## src/rtl/icc_mbx_pkg.sv

```systemverilog
package icc_mbx_pkg;

    localparam int REG_AW = 3;

    localparam int SEND_IRQ_BIT = 0;
    localparam int SEND_NMI_BIT = 1;
    localparam int CTRL_ACK_BIT = 0;
    localparam int CTRL_CLR_BIT = 1;
    localparam int CTRL_MASK_BIT = 2;

    typedef enum logic [REG_AW-1:0] {
        RS_OUTBOX   = 3'd0,
        RS_SEND     = 3'd1,
        RS_INBOX    = 3'd2,
        RS_CTRL     = 3'd3,
        RS_MYPOLL   = 3'd4,
        RS_PEERPOLL = 3'd5,
        RS_RSV6     = 3'd6,
        RS_RSV7     = 3'd7
    } reg_sel_e;

    typedef enum logic {
        CH_EMPTY = 1'b0,
        CH_FULL  = 1'b1
    } chan_state_e;

endpackage

```

## src/rtl/icc_mbx_channel.sv

```systemverilog
module icc_mbx_channel
    import icc_mbx_pkg::*;
#(
    parameter int DATA_W = 24
) (
    input  logic              clk,
    input  logic              rst_n,
    input  logic              send_irq,
    input  logic              send_nmi,
    input  logic [DATA_W-1:0] send_word,
    input  logic              rx_ack,
    input  logic              rx_clr_ovf,
    input  logic              rx_mask_en,
    output logic [DATA_W-1:0] inbox,
    output logic              pending,
    output logic              overrun,
    output logic              irq,
    output logic              nmi
);

    chan_state_e state_q, state_d;
    logic        send;
    logic        accept;
    logic        nmi_q;

    assign send   = send_irq || send_nmi;
    assign accept = send && ((state_q == CH_EMPTY) || rx_ack);

    always_comb begin
        state_d = state_q;
        unique case (state_q)
            CH_EMPTY: if (send) state_d = CH_FULL;
            CH_FULL:  if (rx_ack && !send) state_d = CH_EMPTY;
            default:  state_d = CH_EMPTY;
        endcase
    end

    always_ff @(posedge clk or negedge rst_n) begin
        if (!rst_n) state_q <= CH_EMPTY;
        else        state_q <= state_d;
    end

    always_ff @(posedge clk or negedge rst_n) begin
        if (!rst_n) begin
            inbox   <= '0;
            nmi_q   <= 1'b0;
            overrun <= 1'b0;
        end else begin
            if (accept) inbox <= send_word;
            nmi_q <= accept && send_nmi;
            if (send && !accept)  overrun <= 1'b1;
            else if (rx_clr_ovf)  overrun <= 1'b0;
        end
    end

    always_comb begin
        pending = (state_q == CH_FULL);
        irq     = pending && rx_mask_en;
        nmi     = nmi_q;
    end

    // an accepted send from the empty state latches the word
    a_r2_send_latches: assert property (@(posedge clk) disable iff (!rst_n)
        (state_q == CH_EMPTY && send) |=> (pending && inbox == $past(send_word)));
    // a pulse only follows an accepted send, so pending is set with it
    a_r4_nmi_with_pending: assert property (@(posedge clk) disable iff (!rst_n)
        nmi |-> pending);

    a_r5_ack_empties: assert property (@(posedge clk) disable iff (!rst_n)
        (state_q == CH_FULL && rx_ack && !send) |=> !pending);

    a_r6_overrun_keeps_word: assert property (@(posedge clk) disable iff (!rst_n)
        (state_q == CH_FULL && send && !rx_ack) |=> (overrun && $stable(inbox) && !nmi));

    a_r7_overrun_sticky: assert property (@(posedge clk) disable iff (!rst_n)
        (overrun && !rx_clr_ovf) |=> overrun);

    a_r8_ack_and_send: assert property (@(posedge clk) disable iff (!rst_n)
        (state_q == CH_FULL && send && rx_ack && !overrun && !rx_clr_ovf) |=> (pending && !overrun));

endmodule

```

## src/rtl/icc_mbx_port.sv

```systemverilog
module icc_mbx_port
    import icc_mbx_pkg::*;
#(
    parameter int DATA_W = 24
) (
    input  logic              clk,
    input  logic              rst_n,
    input  logic              sel,
    input  logic              wr,
    input  logic [REG_AW-1:0] addr,
    input  logic [DATA_W-1:0] wdata,
    output logic [DATA_W-1:0] rdata,
    input  logic [DATA_W-1:0] inbox,
    input  logic              pending,
    input  logic              overrun,
    input  logic [DATA_W-1:0] peer_poll,
    output logic [DATA_W-1:0] out_word,
    output logic [DATA_W-1:0] my_poll,
    output logic              mask_en,
    output logic              send_irq,
    output logic              send_nmi,
    output logic              ack,
    output logic              clr_ovf
);

    localparam int STAT_W = 3;

    logic     wr_en;
    reg_sel_e reg_sel;

    assign wr_en   = sel && wr;
    assign reg_sel = reg_sel_e'(addr);

    always_comb begin
        send_irq = wr_en && (reg_sel == RS_SEND) && wdata[SEND_IRQ_BIT];
        send_nmi = wr_en && (reg_sel == RS_SEND) && wdata[SEND_NMI_BIT];
        ack      = wr_en && (reg_sel == RS_CTRL) && wdata[CTRL_ACK_BIT];
        clr_ovf  = wr_en && (reg_sel == RS_CTRL) && wdata[CTRL_CLR_BIT];
    end

    always_ff @(posedge clk or negedge rst_n) begin
        if (!rst_n) begin
            out_word <= '0;
            my_poll  <= '0;
            mask_en  <= 1'b0;
        end else if (wr_en) begin
            if (reg_sel == RS_OUTBOX) out_word <= wdata;
            if (reg_sel == RS_MYPOLL) my_poll  <= wdata;
            if (reg_sel == RS_CTRL)   mask_en  <= wdata[CTRL_MASK_BIT];
        end
    end

    always_comb begin
        unique case (reg_sel)
            RS_OUTBOX:   rdata = out_word;
            RS_INBOX:    rdata = inbox;
            RS_CTRL:     rdata = {{(DATA_W-STAT_W){1'b0}}, mask_en, overrun, pending};
            RS_MYPOLL:   rdata = my_poll;
            RS_PEERPOLL: rdata = peer_poll;
            RS_SEND, RS_RSV6, RS_RSV7: rdata = '0;
            default:     rdata = '0;
        endcase
    end

    // only this side's own poll write moves its poll register
    a_r9_poll_own_only: assert property (@(posedge clk) disable iff (!rst_n)
        !(wr_en && reg_sel == RS_MYPOLL) |=> $stable(my_poll));
    // the mask bit moves only on a control write
    a_r3_mask_on_ctrl: assert property (@(posedge clk) disable iff (!rst_n)
        !(wr_en && reg_sel == RS_CTRL) |=> $stable(mask_en));

endmodule

```

## src/rtl/icc_mailbox.sv

```systemverilog
module icc_mailbox
    import icc_mbx_pkg::*;
#(
    parameter int DATA_W = 24
) (
    input  logic              clk,
    input  logic              rst_n,
    input  logic              a_sel,
    input  logic              a_wr,
    input  logic [REG_AW-1:0] a_addr,
    input  logic [DATA_W-1:0] a_wdata,
    output logic [DATA_W-1:0] a_rdata,
    output logic              a_irq,
    output logic              a_nmi,
    input  logic              b_sel,
    input  logic              b_wr,
    input  logic [REG_AW-1:0] b_addr,
    input  logic [DATA_W-1:0] b_wdata,
    output logic [DATA_W-1:0] b_rdata,
    output logic              b_irq,
    output logic              b_nmi
);

    localparam int SIDES = 2;

    logic              sel_v  [SIDES];
    logic              wr_v   [SIDES];
    logic [REG_AW-1:0] addr_v [SIDES];
    logic [DATA_W-1:0] wdat_v [SIDES];
    logic [DATA_W-1:0] rdat_v [SIDES];
    logic              irq_v  [SIDES];
    logic              nmi_v  [SIDES];

    logic [DATA_W-1:0] out_word [SIDES];
    logic [DATA_W-1:0] poll     [SIDES];
    logic [DATA_W-1:0] inbox    [SIDES];
    logic              mask_en  [SIDES];
    logic              pend     [SIDES];
    logic              ovf      [SIDES];
    logic              s_irq    [SIDES];
    logic              s_nmi    [SIDES];
    logic              ack      [SIDES];
    logic              clr      [SIDES];

    assign sel_v[0]  = a_sel;
    assign wr_v[0]   = a_wr;
    assign addr_v[0] = a_addr;
    assign wdat_v[0] = a_wdata;
    assign sel_v[1]  = b_sel;
    assign wr_v[1]   = b_wr;
    assign addr_v[1] = b_addr;
    assign wdat_v[1] = b_wdata;

    assign a_rdata = rdat_v[0];
    assign a_irq   = irq_v[0];
    assign a_nmi   = nmi_v[0];
    assign b_rdata = rdat_v[1];
    assign b_irq   = irq_v[1];
    assign b_nmi   = nmi_v[1];

    for (genvar s = 0; s < SIDES; s++) begin : g_side
        localparam int PEER = SIDES - 1 - s;

        icc_mbx_port #(.DATA_W(DATA_W)) i_port (
            .clk       (clk),
            .rst_n     (rst_n),
            .sel       (sel_v[s]),
            .wr        (wr_v[s]),
            .addr      (addr_v[s]),
            .wdata     (wdat_v[s]),
            .rdata     (rdat_v[s]),
            .inbox     (inbox[s]),
            .pending   (pend[s]),
            .overrun   (ovf[s]),
            .peer_poll (poll[PEER]),
            .out_word  (out_word[s]),
            .my_poll   (poll[s]),
            .mask_en   (mask_en[s]),
            .send_irq  (s_irq[s]),
            .send_nmi  (s_nmi[s]),
            .ack       (ack[s]),
            .clr_ovf   (clr[s])
        );

        // channel carrying words from the peer into side s
        icc_mbx_channel #(.DATA_W(DATA_W)) i_chan (
            .clk        (clk),
            .rst_n      (rst_n),
            .send_irq   (s_irq[PEER]),
            .send_nmi   (s_nmi[PEER]),
            .send_word  (out_word[PEER]),
            .rx_ack     (ack[s]),
            .rx_clr_ovf (clr[s]),
            .rx_mask_en (mask_en[s]),
            .inbox      (inbox[s]),
            .pending    (pend[s]),
            .overrun    (ovf[s]),
            .irq        (irq_v[s]),
            .nmi        (nmi_v[s])
        );
    end

    // a side's channel state moves only through its own ack or the peer's send
    a_r11_b_chan_isolated: assert property (@(posedge clk) disable iff (!rst_n)
        (!s_irq[0] && !s_nmi[0] && !ack[1] && !clr[1]) |=> ($stable(pend[1]) && $stable(inbox[1]) && $stable(ovf[1])));
    a_r11_a_chan_isolated: assert property (@(posedge clk) disable iff (!rst_n)
        (!s_irq[1] && !s_nmi[1] && !ack[0] && !clr[0]) |=> ($stable(pend[0]) && $stable(inbox[0]) && $stable(ovf[0])));

endmodule

```

## config.mk

```make
export PLATFORM = sky130hd
export DESIGN_NAME = icc_mailbox
export DESIGN_NICKNAME = d
export VERILOG_FILES = /design/src/rtl/icc_mbx_pkg.sv /design/src/rtl/icc_mbx_channel.sv /design/src/rtl/icc_mbx_port.sv /design/src/rtl/icc_mailbox.sv
export SDC_FILE = /design/constraint.sdc
export NUM_CORES = 1
export LEC_CHECK = 0
export ABC_AREA = 0
export BUFFER_PORTS_ARGS = -buffer_cell sky130_fd_sc_hd__clkbuf_2
export CAP_MARGIN = 20
export CORE_ASPECT_RATIO = 1.5
export CORE_MARGIN = 2
export CORE_UTILIZATION = 32
export DETAILED_ROUTE_END_ITERATION = 12
export GPL_TIMING_DRIVEN = 0
export PLACE_DENSITY_LB_ADDON = 0.08
export SLEW_MARGIN = 5
export SYNTH_ARGS = -nofsm -noshare
export SYNTH_HDL_FRONTEND = slang
export SYNTH_HIERARCHICAL = 1
export SYNTH_SLANG_ARGS = --single-unit
```

## constraint.sdc

```tcl
create_clock -name clk -period 1.6 [get_ports clk]
set_input_delay 0.32 -clock clk [delete_from_list [all_inputs] [get_ports clk]]
set_output_delay 0.32 -clock clk [all_outputs]
set_load 0.05 [all_outputs]
```

=== Word level (Yosys, flattened, before mapping) ===
Cells that the tools add are included.

* Eq/ne operators: 14
* Mux-type cells: 12
* Bitwise operators: 2
* Reduce and logical (&&, ||, !) cells: 44

{| class="wikitable"
|+ Operator list
! kind !! count
|-
| case mux 24 bit (6 select lines) || 2
|-
| equality test 3 bit (second input constant) || 8
|-
| logical AND 1 bit || 24
|-
| equality test 3 x 2 -> 1 bit (second input constant) || 4
|-
| AND reduction 2 bit || 6
|-
| 2-to-1 mux 1 bit || 8
|-
| equality test 3 x 1 -> 1 bit (second input constant) || 2
|-
| logical NOT 3 bit || 2
|-
| OR reduction 3 bit || 2
|-
| logical NOT 1 bit || 4
|-
| logical OR 1 bit || 4
|-
| case mux 1 bit (2 select lines) || 2
|-
| nonzero test 2 bit || 2
|-
| NOT 1 bit || 2
|}

* Register bits after elaboration: 152
* Input port bits: 60
* Output and inout port bits: 52

=== Logic depth before layout (Yosys ltp) ===
Gate-level depths: netlist of the first run.

* Depth after elaboration: 8
* Depth in mapped cells: 9
* Depth with buffers taken out: 6

=== By module ===
The synthesis of the first run kept the hierarchy.

{| class="wikitable"
|+ Modules (own cells, without submodules)
! module !! instances !! cells an instance !! area each (µm²) !! seq. area each (µm²)
|-
| icc_mbx_port || 2 || 233 || 2,741.4 || 1,226.2
|-
| icc_mbx_channel || 2 || 62 || 1,126.1 || 675.6
|}

=== Least setup slack after synthesis of the first run ===
Ideal clock, no wire load.

* Kind: in2out
* From: input a_addr[2]
* To: output a_rdata[1]
* Arrival: 1.731 ns
* Required time: 1.280 ns
* Slack: -0.451 ns
* Stages: 5
* Path through: buf_4 -> buf_6 -> mux2i_1 -> or2_2 -> a21oi_1

* Cells in the longest elaborated chain, start to end: 3
* Elaborated cells between the ends (all ways): 10
* Classes of those cells: 7 x eq/ne; 1 x mux; 2 x reduce/logical

{| class="wikitable"
|+ Ends and longest elaborated chain
! item !! RTL line !! text
|-
| start: declaration || icc_mailbox.sv:10 || <nowiki>input logic [REG_AW-1:0] a_addr,</nowiki>
|-
| equality test 3 bit or equality test 3 x 1 -> 1 bit (tied branches) || icc_mbx_port.sv:54 || <nowiki>unique case (reg_sel)</nowiki>
|-
| OR reduction 3 bit || icc_mbx_port.sv:54 ||
|-
| case mux 24 bit (6 select lines) * || icc_mbx_port.sv:54 ||
|-
| end: declaration || icc_mailbox.sv:12 || <nowiki>output logic [DATA_W-1:0] a_rdata,</nowiki>
|}

Mark *: on every way between the ends. The rest lies on a longest branch, timed or not.

=== Worst setup path after layout of the first run ===
* From: register g_side[1].i_port.my_poll[4]
* To: output b_rdata[4]

* Cells in the longest elaborated chain, start to end: 1

{| class="wikitable"
|+ Ends and longest elaborated chain
! item !! RTL line !! text
|-
| start: declaration || icc_mbx_port.sv:18 || <nowiki>output logic [DATA_W-1:0] my_poll,</nowiki>
|-
| start signal: assignment || icc_mbx_port.sv:48 || <nowiki>if (reg_sel == RS_MYPOLL) my_poll <= wdata;</nowiki>
|-
| case mux 24 bit (6 select lines) || icc_mbx_port.sv:54 ||
|-
| end: declaration || icc_mailbox.sv:19 || <nowiki>output logic [DATA_W-1:0] b_rdata,</nowiki>
|}

No other way between the ends.

==> results of run 1 <==
routing by layer:
| layer | wire [um] | vias to the layer above | global-route usage, % |
|---|---|---|---|
| met2 | 13800 | 161 | 35.7 |
| met3 | 904 | 40 | 3.99 |
| met1 | 10000 | 2940 | 23.9 |
| li1 | - | 2502 | - |
| met5 | 0 | - | 0 |
| met4 | 793 | 0 | 8.12 |
final cells by class:
| class | instances | area (sq um) | share of cell area (%) |
|---|---|---|---|
| flip-flops and latches | 152 | 3800 | 33.2 |
| clock inverters | 10 | 144 | 1.25 |
| clock buffers | 21 | 470 | 4.10 |
| inverters | 4 | 18.8 | 0.164 |
| multi-input cells | 392 | 4430 | 38.6 |
| diodes | 1 | 2.50 | 0.0218 |
| plain buffers | 42 | 559 | 4.87 |
| well taps | 319 | 399 | 3.48 |
| repair buffers | 161 | 1650 | 14.4 |
state kept, by name, summed over array words and instances (netlist names):
signal	cells
g_side.i_chan/inbox	48
g_side.i_port/my_poll	48
g_side.i_port/out_word	48
g_side.i_chan/nmi	2
g_side.i_chan/overrun	2
g_side.i_chan/pending	2
g_side.i_port/mask_en	2
report_power, final:
| part | internal [uW] | total (uW) | switching, uW | leakage (uW) |
|---|---|---|---|---|
| clock | 2580 | 4250 | 1670 | 0.000292 |
| combinational | 2500 | 4500 | 2000 | 0.00294 |
| sequential | 4790 | 5580 | 789 | 0.00191 |
per-stage QoR:
step | area (sq um) | utilization [%]
floorplan | 8150 | -
finish | 11500 | 48.3
global placement | 9090 | 38.3
global route | 11500 | 48.3
detailed placement | 9130 | 38.5
CTS | 10900 | 46.0
synthesized netlist by cell type:
master / instances / share of area [%]
o22ai_1: 2 / 0.16
and3_1: 2 / 0.16
nand3b_4: 2 / 0.52
and2_1: 8 / 0.65
and3b_1: 2 / 0.23
a222oi_1: 42 / 5.4
or3_1: 2 / 0.16
mux2_2: 48 / 7.0
and2b_1: 2 / 0.19
mux2i_1: 4 / 0.52
buf_6: 8 / 1.2
mux2_4: 80 / 16
nor3_1: 2 / 0.13
or2_2: 4 / 0.32
dfrtp_1: 152 / 49
nor3_4: 2 / 0.42
o221ai_1: 2 / 0.23
clkbuf_1: 6 / 0.29
a21oi_1: 10 / 0.65
nand3_1: 2 / 0.13
buf_2: 14 / 0.91
nand2b_4: 2 / 0.36
nor2_4: 2 / 0.29
buf_4: 6 / 0.58
nor2_1: 90 / 4.4
o21a_1: 2 / 0.19
inv_1: 4 / 0.19
and2_2: 4 / 0.39
and4_4: 2 / 0.29
a22oi_1: 2 / 0.19
buf_12: 8 / 2.1
mux2_1: 20 / 2.9
nand2b_1: 42 / 3.4
nor2b_1: 2 / 0.16
a221oi_1: 4 / 0.45
nand2_1: 4 / 0.19
final timing paths:
check | end | depth (start not counted) | from
min reg2reg | g_side[0].i_chan/inbox[13]$_DFFE_PN0P_ | 1 | g_side[0].i_chan/inbox[13]$_DFFE_PN0P_
max | b_rdata[4] | 4 | g_side[1].i_port/my_poll[4]$_DFFE_PN0P_
min | g_side[1].i_port/out_word[21]$_DFFE_PN0P_ | 2 | b_wdata[21]
max reg2reg | g_side[1].i_chan/inbox[0]$_DFFE_PN0P_ | 6 | g_side[1].i_chan/pending$_DFF_PN0_
max in group asynchronous | g_side[1].i_port/out_word[12]$_DFFE_PN0P_ | 3 | rst_n
min in group asynchronous | g_side[0].i_port/my_poll[20]$_DFFE_PN0P_ | 2 | rst_n
repair_timing:
item                                   CTS  global route
setup buffers                           26            20
endpoints found under the hold margin   59             0
gates resized for setup                233            88
gates cloned                             0             4
pin swaps                               49            39
hold buffers                             1             0
setup endpoints to repair               94            90
critical path: stages (launching register included):
cell	delay [ps]
dfrtp_1	410
nand2b_4	150
a222oi_1	460
nor2_4	60
buf_8	160
cell families after synthesis:
group	Yosys count	synth area share [%]
mux	152	25.9
compound gates	64	7.31
flops	152	49.2
buf+inv	46	5.21
simple gates	176	12.4
==> impl_metrics.yaml, run 1 <==
sta:
  fmax_ghz: 0.502
  drv_slew: 0
  tns_ps: -15470
  fin_worst_hold_slack_ps: 119
  finalClockSkew_ps: 8.60
  period_needed_ps: 1990
  worst_pin_slew_ps: 553
  min_period_over_period_pct: 124
  finalWorstSetupSlack_ps: -391
  finalHoldViolCount: 0
  finalSetupViolCount: 48
  rsz0062_at_grt: "true"
  slew_headroom_pct: 63.2
placement:
  dp_worst_setup_slack_ps: -693
  portBuffers: 109
  dp_hpwl_mm: 16.6
  gp_congestion: 0.787
  place_inst: 1019
pwr:
  power.leakage_uw: 0.00515
  cellPowerDensity_nw_per_um2: 1250
  vdd_drop_max_v: 0.000790
  total_power_uw: 14300
floorplanning:
  io_pins: 112
  initial_utilization_pct: 32.6
  row_count: 69
  die_h_um: 194
  die_area_sq_um: 25500
  fp.dieW_um: 131
  coreArea_sq_um: 23700
global_routing:
  grt_max_degree: 94
  grt_overflow_total: 0
  grt_pass1_wl_mm: 37.7
  grt_pass1_vias: 6184
  grtUsageTotal_pct: 20.3
  antenna_found_initial: 0
critical_path:
  crit_fanout: 3
  r2r_slack_ps: 50
  cp.arrival_ps: 1670
  crit_required_ps: 1280
  cp-end-kind: "output pin"
  cp-start-kind: "flip-flop"
  setup.worst_path.class: "reg2out"
clocking:
  cts.sinks: 152
  cts_buffer_depth: 2
  cts_tree: "done"
  clkLatencyLatePin_ps: 430
  cts-buffers-inserted: 17
  cts_max_level: 4
  clock-root-buffer: "clkbuf_16"
  clk_pin_slew_worst_paths_ps: 70
outcome:
  outcome: "complete, but fails checks"
  violations: "negative setup slack"
yosys:
  ys_seq_area_share_pct: 49.2
  ys_warn_count: 6
  synth_cell_type_count: 36
  synth.ff_latch_count: 152
  avgSynthCellArea_sq_um: 13.1
  synth_area_sq_um: 7730
  synth_nets: 650
  synth_cells: 590
detailed_routing:
  drc: 0
  drt_iter0_markers: 403
  final_antenna_net_count: 0
  drtPass1Iterations: 6
  wl_mm: 25.5
  vias: 5643
  wl_per_cell_um: 23.1
  viasPerCell: 5.12
hold_path:
  holdCritPathClass: "in2reg"
cells_and_area:
  instances_no_fill: 1102
  fillers: 2131
  drive_gt1_share_pct: 66.5
  nNetsFinal: 830
  area_delta_synth_final_pct: 48.4
  final_common_cell: "dfrtp_1"
  layout_common_cells: "dfrtp_1 (151), mux2_4 (82), clkbuf_2 (59)"
job:
  cap_violations: 0
No activity file was read; power rests on OpenSTA's default activity.
==> run 2: changes to the inputs <==
- CORE_UTILIZATION: 32 -> 40
- CTS_CLUSTER_SIZE: default -> 16
==> run 2 against run 1 <==
Compared with the run above: the flow still finishes with violations (negative setup slack); utilization rose by 12 points; sequential share of layout area down 0.18 points; design area grew 0.54%; sequential cell count is the same; fmax down 1.3%; clock power decreased by 12%; setup slack got worse by 27 ps; power decreased by 2.9%; first-iteration DRC count up 19%; largest power group unchanged; highest routed layer unchanged.
==> impl_metrics.yaml, run 2 (synthesized netlist as in run 1, its figures left out) <==
clocking:
  clkLatencyLatePin_ps: 420
  cts_max_level: 4
  clk_pin_slew_worst_paths_ps: 60
  cts_buffer_depth: 2
  clock-root-buffer: "clkbuf_16"
  cts.sinks: 152
  cts-buffers-inserted: 17
  cts_tree: "done"
global_routing:
  grt_max_degree: 91
  grt_pass1_wl_mm: 38.0
  grtUsageTotal_pct: 24.5
  antenna_found_initial: 0
  grt_overflow_total: 0
  grt_pass1_vias: 6382
job:
  cap_violations: 0
floorplanning:
  io_pins: 112
  row_count: 62
  die_area_sq_um: 20500
  fp.dieW_um: 118
  coreArea_sq_um: 19100
  die_h_um: 174
  initial_utilization_pct: 40.5
critical_path:
  crit_required_ps: 1280
  reg2reg_depth: 6
  cp-start-kind: "input port"
  r2r_start: "g_side[1].i_chan/pending$_DFF_PN0_"
  setup.worst_path.class: "in2out"
  reg2reg_to: "g_side[1].i_chan/inbox[22]$_DFFE_PN0P_"
  crit_fanout: 6
  cp-end-kind: "output pin"
  r2r_slack_ps: 60
  cp.arrival_ps: 1700
  endpoint: "b_rdata[15]"
  startpoint: "b_addr[0]"
sta:
  finalSetupViolCount: 91
  period_needed_ps: 2020
  rsz0062_at_grt: "true"
  min_period_over_period_pct: 126
  worst_pin_slew_ps: 587
  slew_headroom_pct: 60.9
  finalHoldViolCount: 0
  drv_slew: 0
  finalClockSkew_ps: 7.59
  finalWorstSetupSlack_ps: -417
  fmax_ghz: 0.496
  tns_ps: -18990
detailed_routing:
  final_antenna_net_count: 0
  drt_iter0_markers: 479
  vias: 5814
  m1WireLength_mm: 9.72
  maxUsedRoutingLayer: "met4"
  met2_length_mm: 13.4
  drc: 0
  viasPerCell: 5.52
  wl_per_cell_um: 23.8
  wl_mm: 25.1
  dr_wl_met3_mm: 1.35
  drtPass1Iterations: 10
cells_and_area:
  top_regs: "g_side.i_chan/inbox x48, g_side.i_port/my_poll x48, g_side.i_port/out_word x48"
  nNetsFinal: 847
  drive_gt1_share_pct: 65.8
  fillers: 1554
  antenna_cells: 0
  final_common_cell: "dfrtp_1"
  layout_common_cells: "dfrtp_1 (151), mux2_4 (89), buf_8 (58), clkbuf_2 (58), nor2_4 (54)"
  area_delta_synth_final_pct: 49.2
  finish.utilization_pct: 60.5
pwr:
  cellPowerDensity_nw_per_um2: 1210
  power.leakage_uw: 0.00521
  total_power_uw: 13900
  vdd_drop_max_v: 0.000689
outcome:
  outcome: "complete, but fails checks"
  violations: "negative setup slack"
placement:
  gp_congestion: 0.836
  dp_hpwl_mm: 15.4
  portBuffers: 109
hold_path:
  holdPathStages: 2
  holdCritPathClass: "in2reg"
## run 2: worst min path at each step
stage,from,to,slack [ps]
after floorplan,rst_n,g_side[0].i_chan/inbox[0]$_DFFE_PN0P_,20
after global placement,g_side[1].i_port/out_word[10]$_DFFE_PN0P_,g_side[1].i_port/out_word[10]$_DFFE_PN0P_,490
after detailed placement,rst_n,g_side[1].i_port/out_word[18]$_DFFE_PN0P_,350
after CTS,b_wdata[10],g_side[1].i_port/out_word[10]$_DFFE_PN0P_,120
after global routing,b_wdata[20],g_side[1].i_port/out_word[20]$_DFFE_PN0P_,130
final,b_wdata[10],g_side[1].i_port/out_word[10]$_DFFE_PN0P_,140
## run 2: per-stage QoR
stage | cell area, sq um | setup WS, ps | cells | hold slack (ps)
2_1_floorplan | 8150 | -104 | 590 | 24.4
3_3_place_gp | 9020 | -2400 | 955 | 491
3_5_place_dp | 9050 | -634 | 956 | 354
4_1_cts | 11100 | -414 | 1029 | 125
5_1_grt | 11500 | -481 | 1054 | 131
6_report | 11500 | -417 | 1054 | 138
## run 2: cell type report
class	count	area [sq um]	share of cell area, %
clock inverters	9	76.3	0.661
repair buffers	180	1920	16.6
inverters	4	21.3	0.184
flip-flops and latches	152	3800	33.0
multi-input cells	392	4410	38.2
well taps	256	320	2.78
plain buffers	40	532	4.61
clock buffers	21	460	3.99
## run 2: timing repair
action                     CTS  global route
hold endpoints to repair    62             0
hold buffers                 1             0
pin swaps                   40            42
setup endpoints to repair   94           100
setup buffers               36            26
cloned                       6             3
gates resized for setup    250            93
## run 2: where the power goes
part | switching (uW) | leakage (uW) | internal (uW)
registers | 812 | 0.00191 | 4790
clock network | 1560 | 0.000269 | 2190
logic | 2030 | 0.00303 | 2530
## run 2: metal layers
| layer | track usage, % | vias to the layer above |
|---|---|---|
| met2 | 43.5 | 240 |
| met4 | 8.94 | 0 |
| li1 | - | 2543 |
| met1 | 29.3 | 2996 |
| met5 | 0 | - |
| met3 | 4.89 | 35 |
## run 2: worst max-delay path: stages
cell and delay (ps):
buf_12 110, and3b_2 300, buf_8 170, a222oi_1 570, nor2_4 50, buf_8 160
